--- src/rtl/gpio_bank_pkg.sv ---
package gpio_bank_pkg;
  localparam int unsigned MAX_BIDIR = 8;
  localparam logic [7:0] ADDR_PORTF = 8'h28;
  localparam logic [7:0] ADDR_PORTG = 8'h2C;
  localparam logic [7:0] ADDR_CFG   = 8'h30;
  localparam logic [7:0] ADDR_STAT  = 8'h34;

  typedef enum logic [2:0] {
    RD_NONE, RD_DATA, RD_DIR, RD_PORTF, RD_PORTG, RD_CFG, RD_STAT
  } rdSel_e;

  typedef struct packed {
    logic [MAX_BIDIR-1:0] wrData;
    logic [MAX_BIDIR-1:0] wrDir;
    logic                 wrG;
    logic                 wrCfg;
    logic                 wrAck;
    rdSel_e               rdSel;
    logic [2:0]           rdPort;
  } busStrobe_t;
endpackage

--- src/rtl/gpio_bank_ctrl.sv ---
module gpio_bank_ctrl
  import gpio_bank_pkg::*;
#(
  parameter int unsigned NUM_BIDIR = 5,
  parameter int unsigned ADDR_W    = 6
) (
  input  logic [ADDR_W-1:0] busAddr,
  input  logic              busWrEn,
  output busStrobe_t        strobe
);
  logic [2:0] portIdx;
  logic       aligned;
  logic       inBidir;

  assign portIdx = busAddr[5:3];
  assign aligned = (busAddr[1:0] == 2'b00) && ((busAddr >> 6) == '0);
  assign inBidir = aligned && (int'(portIdx) < NUM_BIDIR);

  always_comb begin
    strobe        = '0;
    strobe.rdSel  = RD_NONE;
    strobe.rdPort = portIdx;
    if (inBidir) begin
      if (busAddr[2]) begin
        strobe.rdSel          = RD_DIR;
        strobe.wrDir[portIdx] = busWrEn;
      end else begin
        strobe.rdSel           = RD_DATA;
        strobe.wrData[portIdx] = busWrEn;
      end
    end else if (busAddr == ADDR_W'(ADDR_PORTF)) begin
      strobe.rdSel = RD_PORTF;
    end else if (busAddr == ADDR_W'(ADDR_PORTG)) begin
      strobe.rdSel = RD_PORTG;
      strobe.wrG   = busWrEn;
    end else if (busAddr == ADDR_W'(ADDR_CFG)) begin
      strobe.rdSel = RD_CFG;
      strobe.wrCfg = busWrEn;
    end else if (busAddr == ADDR_W'(ADDR_STAT)) begin
      strobe.rdSel = RD_STAT;
      strobe.wrAck = busWrEn;
    end
  end
endmodule

--- src/rtl/gpio_bank_datapath.sv ---
module gpio_bank_datapath
  import gpio_bank_pkg::*;
#(
  parameter int unsigned NUM_BIDIR = 5,
  parameter int unsigned PORT_W    = 8,
  parameter int unsigned OUT_W     = 16,
  parameter int unsigned DATA_W    = 16,
  parameter int unsigned CMP_PORT  = 3,
  parameter int unsigned CMP_LO    = 4,
  localparam int unsigned BIDIR_W  = NUM_BIDIR * PORT_W
) (
  input  logic               clk,
  input  logic               rstN,
  input  busStrobe_t         strobe,
  input  logic [DATA_W-1:0]  busWrData,
  output logic [DATA_W-1:0]  busRdData,
  input  logic [BIDIR_W-1:0] pinIn,
  output logic [BIDIR_W-1:0] pinOut,
  output logic [BIDIR_W-1:0] pinOe,
  input  logic [PORT_W-1:0]  portFIn,
  output logic               pullUpEnF,
  output logic [OUT_W-1:0]   portGOut,
  input  logic               cmpIn,
  output logic               irqPortF,
  output logic               irqCmp,
  output logic               cmpEnable
);
  localparam logic [BIDIR_W-1:0] CMP_MASK =
    BIDIR_W'(2'b11) << (CMP_PORT * PORT_W + CMP_LO);

  logic [BIDIR_W-1:0] outLatch, dirReg, pinSync1, pinSync2;
  logic [PORT_W-1:0]  fSync1, fSync2, fPrev;
  logic               cSync1, cSync2, cPrev;
  logic [2:0]         cfgReg;
  logic               pendF, pendCmp;
  logic [PORT_W-1:0]  portRead [NUM_BIDIR];
  logic               cmpHit, fChange, edgeRise;

  assign pullUpEnF = cfgReg[0];
  assign cmpEnable = cfgReg[1];
  assign edgeRise  = cfgReg[2];
  assign pinOut    = outLatch;
  assign pinOe     = dirReg & ~(cmpEnable ? CMP_MASK : '0);
  assign portGOut  = gRegOut;
  assign irqPortF  = pendF;
  assign irqCmp    = pendCmp;

  logic [OUT_W-1:0] gRegOut;

  for (genvar k = 0; k < NUM_BIDIR; k++) begin : g_port
    always_ff @(posedge clk or negedge rstN) begin
      if (!rstN) begin
        outLatch[k*PORT_W +: PORT_W] <= '0;
        dirReg[k*PORT_W +: PORT_W]   <= '0;
      end else begin
        if (strobe.wrData[k]) outLatch[k*PORT_W +: PORT_W] <= busWrData[PORT_W-1:0];
        if (strobe.wrDir[k])  dirReg[k*PORT_W +: PORT_W]   <= busWrData[PORT_W-1:0];
      end
    end
    assign portRead[k] = (pinSync2[k*PORT_W +: PORT_W] & ~pinOe[k*PORT_W +: PORT_W])
                       | (outLatch[k*PORT_W +: PORT_W] &  pinOe[k*PORT_W +: PORT_W]);
  end

  always_ff @(posedge clk or negedge rstN) begin
    if (!rstN) begin
      pinSync1 <= '0; pinSync2 <= '0;
      fSync1 <= '0; fSync2 <= '0; fPrev <= '0;
      cSync1 <= 1'b0; cSync2 <= 1'b0; cPrev <= 1'b0;
    end else begin
      pinSync1 <= pinIn;   pinSync2 <= pinSync1;
      fSync1 <= portFIn;   fSync2 <= fSync1;   fPrev <= fSync2;
      cSync1 <= cmpIn;     cSync2 <= cSync1;   cPrev <= cSync2;
    end
  end

  assign fChange = (fSync2 != fPrev);
  assign cmpHit  = cmpEnable & (edgeRise ? (cSync2 & ~cPrev) : (~cSync2 & cPrev));

  always_ff @(posedge clk or negedge rstN) begin
    if (!rstN) begin
      gRegOut <= '0;
      cfgReg  <= '0;
      pendF   <= 1'b0;
      pendCmp <= 1'b0;
    end else begin
      if (strobe.wrG)   gRegOut <= busWrData[OUT_W-1:0];
      if (strobe.wrCfg) cfgReg  <= busWrData[2:0];
      pendF   <= (pendF   & ~(strobe.wrAck & busWrData[0])) | fChange;
      pendCmp <= (pendCmp & ~(strobe.wrAck & busWrData[1])) | cmpHit;
    end
  end

  always_comb begin
    busRdData = '0;
    unique case (strobe.rdSel)
      RD_DATA: begin
        for (int k = 0; k < NUM_BIDIR; k++)
          if (int'(strobe.rdPort) == k) busRdData = DATA_W'(portRead[k]);
      end
      RD_DIR: begin
        for (int k = 0; k < NUM_BIDIR; k++)
          if (int'(strobe.rdPort) == k) busRdData = DATA_W'(dirReg[k*PORT_W +: PORT_W]);
      end
      RD_PORTF: busRdData = DATA_W'(fSync2);
      RD_PORTG: busRdData = DATA_W'(gRegOut);
      RD_CFG:   busRdData = DATA_W'(cfgReg);
      RD_STAT:  busRdData = DATA_W'({pendCmp, pendF});
      default:  busRdData = '0;
    endcase
  end
endmodule

--- src/rtl/gpio_bank.sv ---
module gpio_bank
  import gpio_bank_pkg::*;
#(
  parameter int unsigned NUM_BIDIR = 5,
  parameter int unsigned PORT_W    = 8,
  parameter int unsigned OUT_W     = 16,
  parameter int unsigned DATA_W    = 16,
  parameter int unsigned ADDR_W    = 6,
  parameter int unsigned CMP_PORT  = 3,
  parameter int unsigned CMP_LO    = 4,
  localparam int unsigned BIDIR_W  = NUM_BIDIR * PORT_W
) (
  input  logic               clk,
  input  logic               rstN,
  input  logic [ADDR_W-1:0]  busAddr,
  input  logic               busWrEn,
  input  logic [DATA_W-1:0]  busWrData,
  output logic [DATA_W-1:0]  busRdData,
  input  logic [BIDIR_W-1:0] pinIn,
  output logic [BIDIR_W-1:0] pinOut,
  output logic [BIDIR_W-1:0] pinOe,
  input  logic [PORT_W-1:0]  portFIn,
  output logic               pullUpEnF,
  output logic [OUT_W-1:0]   portGOut,
  input  logic               cmpIn,
  output logic               irqPortF,
  output logic               irqCmp
);
  busStrobe_t strobe;
  logic       cmpEnable;

  gpio_bank_ctrl #(.NUM_BIDIR(NUM_BIDIR), .ADDR_W(ADDR_W)) u_ctrl (
    .busAddr(busAddr), .busWrEn(busWrEn), .strobe(strobe)
  );

  gpio_bank_datapath #(
    .NUM_BIDIR(NUM_BIDIR), .PORT_W(PORT_W), .OUT_W(OUT_W), .DATA_W(DATA_W),
    .CMP_PORT(CMP_PORT), .CMP_LO(CMP_LO)
  ) u_dp (
    .clk(clk), .rstN(rstN), .strobe(strobe), .busWrData(busWrData),
    .busRdData(busRdData), .pinIn(pinIn), .pinOut(pinOut), .pinOe(pinOe),
    .portFIn(portFIn), .pullUpEnF(pullUpEnF), .portGOut(portGOut),
    .cmpIn(cmpIn), .irqPortF(irqPortF), .irqCmp(irqCmp), .cmpEnable(cmpEnable)
  );
endmodule

--- config.mk ---
export PLATFORM = sky130hd
export DESIGN_NAME = gpio_bank
export DESIGN_NICKNAME = d
export VERILOG_FILES = /design/src/rtl/gpio_bank_pkg.sv /design/src/rtl/gpio_bank_ctrl.sv /design/src/rtl/gpio_bank_datapath.sv /design/src/rtl/gpio_bank.sv
export SDC_FILE = /design/constraint.sdc
export NUM_CORES = 1
export LEC_CHECK = 0
export ABC_AREA = 0
export BUFFER_PORTS_ARGS = -buffer_cell sky130_fd_sc_hd__clkbuf_2
export CORE_AREA = 5 5 168 170
export DETAILED_ROUTE_END_ITERATION = 8
export DIE_AREA = 0 0 173 175
export REMOVE_ABC_BUFFERS = 1
export SYNTH_ARGS = -nofsm -noshare
export SYNTH_HDL_FRONTEND = slang
export SYNTH_SLANG_ARGS = --single-unit
--- constraint.sdc ---
create_clock -name clk -period 1.4 [get_ports clk]
set_input_delay 0.07 -clock clk [delete_from_list [all_inputs] [get_ports clk]]
set_output_delay 0.07 -clock clk [all_outputs]
set_load 0.1 [all_outputs]
==> Yosys cells after proc, flatten, opt, wreduce, memory -nomap -nowiden <==
Cells that the tools add are included.
{ "totals": {"in_bits": 74, "regBits": 208, "elab_cells": 110, "out_inout_bits": 115} }
{ "classes": {"eq_ne": 15, "magnitude_cmp": 3, "mux": 30, "bitwise_logic": 36, "reduce_logical": 4} }
{ "ops": {"columns": ["cell", "count"], "rows": [
  ["one-hot mux 16 bit (6 select lines)", 1],
  ["AND 8 bit", 11],
  ["2-to-1 mux 8 bit", 11],
  ["AND 40 bit", 1],
  ["inverter 40 bit", 1],
  ["inverter 8 bit", 5],
  ["OR 8 bit", 5],
  ["2-to-1 mux 30 bit", 1],
  ["== test 6 bit (second input constant)", 4],
  ["== test 3 bit (second input constant)", 6],
  ["2-to-1 mux 3 bit", 6],
  ["2-to-1 mux 13 bit", 1],
  ["== test 3 x 2 -> 1 bit (second input constant)", 3],
  ["!= test 8 bit", 1],
  ["AND 1 bit", 7],
  ["2-to-1 mux 1 bit", 5],
  ["2-to-1 mux 5 bit", 1],
  ["less-than comparator 3 x 4 -> 1 bit (second input constant)", 1],
  ["2-to-1 mux 2 bit", 2],
  ["2-to-1 mux 4 bit", 1],
  ["inverter 1 bit", 4],
  ["demux 1 bit (select 3 bit)", 1],
  ["== test 3 x 1 -> 1 bit (second input constant)", 1],
  [">= comparator 3 x 1 -> 1 bit (second input constant)", 1],
  ["5 further kinds", 7]
]} }

==> Longest topological paths before layout <==
{ "logic_depth": {"ltp_word": 12, "ltp_mapped": 7, "depth_no_buf": 4} }

==> Hierarchy <==
Synthesis repeated with hierarchy kept, for this count alone.
{ "hier_totals": {"hier_cells": 620, "area_unflattened_um2": 8530.7} }
{ "by_module_without_submodules": {"columns": ["mod", "cells_each", "area_each_um2", "instances"], "rows": [
  ["gpio_bank_datapath", 576, 8206.6, 1],
  ["gpio_bank_ctrl", 44, 324.1, 1]
]} }

==> Worst setup path before layout <==
Ideal clock, no wire load.
{ "synth_path": {"kind": "register to output", "from": "reg u_dp.outLatch[6], in the netlist u_dp.pinOut[6]", "to": "out busRdData[6]", "t_arrival_ps": 4905, "n_path_buf": 0, "stages_incl_launch_ff": 5, "setup_slack_ps": -3575, "cell_sequence": "dfrtp_1 mux2i_1 o32ai_1 a211oi_1 o311ai_0"} }
{ "synth_via": {"elab_chain_len": 8} }
{ "synth_lines": {"columns": ["item", "line", "text"], "rows": [
  ["start, declared", "gpio_bank_datapath.sv:31", "logic [BIDIR_W-1:0] outLatch, dirReg, pinSync1, pinSync2;"],
  ["start signal, assigned by index", "gpio_bank_datapath.sv:56", "if (strobe.wrData[k]) outLatch[k*PORT_W +: PORT_W] <= busWrData[PORT_W-1:0];"],
  ["AND 8 bit", "gpio_bank_datapath.sv:61", "| (outLatch[k*PORT_W +: PORT_W] & pinOe[k*PORT_W +: PORT_W]);"],
  ["OR 8 bit", "gpio_bank_datapath.sv:61", null],
  ["2-to-1 mux 8 bit (5 in series)", "gpio_bank_datapath.sv:98", "if (int'(strobe.rdPort) == k) busRdData = DATA_W'(portRead[k]);"],
  ["one-hot mux 16 bit (6 select lines)", "gpio_bank_datapath.sv:95", "unique case (strobe.rdSel)"],
  ["end, declared", "gpio_bank.sv:18", "output logic [DATA_W-1:0] busRdData,"]
]} }
No other way between the ends.

==> Worst setup path in the final report <==
{ "layout_path": {"from": "reg u_dp.dirReg[9]", "to": "out busRdData[1]"} }
{ "layout_via": {"elab_chain_len": 9, "elab_cells_between_ends": 14} }
{ "layout_lines": {"columns": ["item", "line", "text"], "rows": [
  ["start, declared", "gpio_bank_datapath.sv:31", null],
  ["start signal, assigned by index", "gpio_bank_datapath.sv:57", "if (strobe.wrDir[k]) dirReg[k*PORT_W +: PORT_W] <= busWrData[PORT_W-1:0];"],
  ["AND 40 bit", "gpio_bank_datapath.sv:43", "assign pinOe = dirReg & ~(cmpEnable ? CMP_MASK : '0);"],
  ["inverter 8 bit", "gpio_bank_datapath.sv:60", "assign portRead[k] = (pinSync2[k*PORT_W +: PORT_W] & ~pinOe[k*PORT_W +: PORT_W])"],
  ["AND 8 bit", "gpio_bank_datapath.sv:60", null],
  ["OR 8 bit", "gpio_bank_datapath.sv:61", null],
  ["2-to-1 mux 8 bit (4 in series)", "gpio_bank_datapath.sv:98", null],
  ["one-hot mux 16 bit (6 select lines) *", "gpio_bank_datapath.sv:95", null]
]} }
Every way passes the cells marked *; elsewhere a longest branch is shown, timed or not.

==> impl_metrics.json <==
{
  "r2r-end": "u_dp.irqPortF",
  "synth_fa_ha_area_share_pct": 0,
  "critPathLaunch": "u_dp.dirReg[9]",
  "synth_edf_count": 0,
  "stdcell_count": 1298,
  "area_delta_synth_final_pct": 55.7,
  "finalClockSkew_ns": 0.00870,
  "hold_class": "input port to flop",
  "path_class": "flop to primary output",
  "rsz0062_at_grt": "true",
  "firstDrtPassIters": 5,
  "critPathRequiredTime_ns": 1.33,
  "drt-total-wl_um": 25900,
  "ff_latch_area_um2": 5210,
  "holdWs_ns": 0.0218,
  "coreArea_um2": 26600,
  "cts_root_buf": "clkbuf_16",
  "hpwlAfterDp_um": 19200,
  "arrival_ns": 2.09,
  "placed_cells": 1191,
  "fin_area_um2": 13000,
  "ant_nets": 0,
  "syn-cell-area_um2": 8360,
  "max-vdd-ir-drop_uv": 927,
  "clock_latency_ns": 0.52,
  "vias_per_cell": 4.67,
  "fillers": 2347,
  "fp.dieArea_um2": 30300,
  "port_buffers": 188,
  "die_h_um": 175,
  "status": "finished with violations",
  "synth_top_area_share_pct": 62.3,
  "path_max_fanout": 3,
  "clk_pin_slew_worst_paths_ns": 0.06,
  "initial_core_util_pct": 31.4,
  "ys_seq_area_share_pct": 62.3,
  "drtIter0Drc": 367,
  "ys.flop_type": "dfrtp_1",
  "grt_pass1_vias": 6537,
  "place_congestion": 0.923,
  "dp_slack_ns": -0.443,
  "power.total_mw": 18.3,
  "cts_max_level": 1,
  "power.density_nw_per_um2": 1400,
  "synth.largest_area_cell": "dfrtp_1",
  "die_w_um": 173,
  "slew_viol_final": 0,
  "synth_mux_area_share_pct": 19.8,
  "vias": 6057,
  "reg2regPathDepth": 4,
  "r2r-start": "u_dp.fSync2[4]",
  "synth_compound_area_share_pct": 5.51,
  "grt_use_total_pct": 16.9,
  "finalSetupTns_ns": -5.32,
  "ys_types": 54,
  "cts.sinks": 208,
  "worst_slew_pin_slew_ns": 0.435,
  "grt_pass1_wl_um": 39700,
  "post_drt_wl_per_cell_um": 20.0,
  "synth-seq-cells": 208,
  "synth_top_family_by_area": "multiplexers",
  "antenna_cells": 0,
  "cts-buffers-inserted": 24,
  "rows": 60,
  "pin_count": 189,
  "start_kind": "flop",
  "synthXorXnorAreaFrac_pct": 0.838,
  "final_hold_viol_count": 0,
  "grt_remaining_overflow": 0,
  "avgSynthCellArea_um2": 14.5,
  "multi_input_area_um2": 2910,
  "relSlewSlack_pct": 70.3,
  "final_nets": 1013,
  "finalSetupViolations": 10,
  "antenna_found_initial": 0,
  "ys_warn_count": 0,
  "grt_max_degree": 49,
  "cts_tree": "done",
  "leakagePower_nw": 6.14,
  "final_util_pct": 49.0,
  "dpl-instance-area_um2": 11000,
  "violations": "negative setup slack",
  "drv_cap": 0,
  "layout-drive-gt1-share_pct": 56.5,
  "reg2reg_slack_ns": 0.24,
  "yosys.area_share.simple_pct": 6.53,
  "cp-end-kind": "primary output",
  "cts_buffer_depth": 3,
  "netlist_top_cells_area": "dfrtp_1, mux2_2, mux2i_1",
  "period_share_pct": 154,
  "setup_slack_ns": -0.760,
  "synth-async-reset-ratio_pct": 100,
  "max_freq_mhz": 463,
  "syn_inst": 577,
  "fin_crit_ns": 2.16,
  "drcViolationCount": 0,
  "cp-endpoint": "busRdData[1]"
}
-- critical path: stages (launching register included) --
cell and delay (ns):
dfrtp_1 0.38, mux2i_1 0.26, mux2i_2 0.13, a211oi_2 0.26, o211ai_1 0.18, buf_4 0.20, buf_12 0.16
-- cell type report --
type	count	area share (%)
clock buffers	33	5.18
clock inverters	11	1.17
inverters	3	0.0865
multi-input cells	301	22.4
flip-flops and latches	208	40.0
well taps	341	3.28
repair buffers	401	27.9
-- cells in the mapped netlist (11+ instances only) --
cell	number
nor2_1	15
mux2_2	104
buf_2	11
buf_4	38
clkbuf_1	13
nand2_1	12
mux2i_1	44
dfrtp_1	208
-- cells in the final DEF (no fill, tap or decap), drive strengths merged, types with 3 or more instances in the layout --
cell type    count
a222oi           3
a221oi           3
o22ai            6
dfrtp          208
nor3             6
clkbuf         138
nand3           11
mux2i           44
nand4            6
nand2b           3
buf            235
nand2           12
o221ai           6
inv              3
mux2           104
o211ai           4
nor2b            7
xnor2            8
o21ai            8
nor2            16
clkinvlp         3
nand3b           3
clkinv           5
a211oi           8
o32ai            3
dlygate4sd3     61
and2             8
bufinv           3
a22oi            8
-- flip-flops by register name, summed over array words and instances (netlist names), 3 cells and up --
signal         cells
u_dp.fSync2        8
u_dp.pinSync2     40
u_dp.portGOut     16
u_dp.pinSync1     40
u_dp.pinOut       40
u_dp.fSync1        8
u_dp.cfgReg        3
u_dp.fPrev         8
u_dp.dirReg       40
-- per-layer routing --
| layer | vias to the layer above | share of wire [%] | track usage (%) |
|---|---|---|---|
| met2 | 193 | 49 | 28.3 |
| met4 | 0 | 2.7 | 4.99 |
| met5 | - | 0 | 0 |
| met1 | 3045 | 43 | 22.0 |
| met3 | 43 | 5.9 | 4.05 |
| li1 | 2776 | - | - |
-- power breakdown --
| group | leakage, nW | internal [mW] | total (mW) | switching, mW |
|---|---|---|---|---|
| registers | 2.60 | 6.49 | 6.81 | 0.320 |
| logic | 3.15 | 1.62 | 5.03 | 3.42 |
| clock network | 0.396 | 3.94 | 6.42 | 2.48 |
| total | 6.14 | 12.1 | 18.3 | 6.22 |
-- cells by family after synthesis --
| logic type | Yosys count |
|---|---|
| flip-flops | 208 |
| multiplexers | 150 |
| AND/OR/NAND/NOR | 83 |
| buffers and inverters | 68 |
| AO/OA/AOI/OAI | 60 |
| XOR/XNOR | 8 |
-- how the worst min path moves through the flow --
stage,start,endpoint,cells past startpoint
after global routing,busWrData[5],u_dp.dirReg[5],2
final,busWrData[5],u_dp.dirReg[29],2
after detailed placement,rstN,u_dp.pinSync1[23],1
after floorplan,rstN,u_dp.cPrev,0
after CTS,busWrData[5],u_dp.pinOut[13],2
after global placement,rstN,u_dp.pinSync1[23],1
-- repair_timing --
item | in CTS | in global routing
pin swaps | 7 | 5
hold endpoints to repair | 278 | 0
setup endpoints to repair | 74 | 37
buffers inserted | 3 | 4
resized for setup | 112 | 48
hold buffers | 61 | 0
No activity file was read; power rests on OpenSTA's default activity.
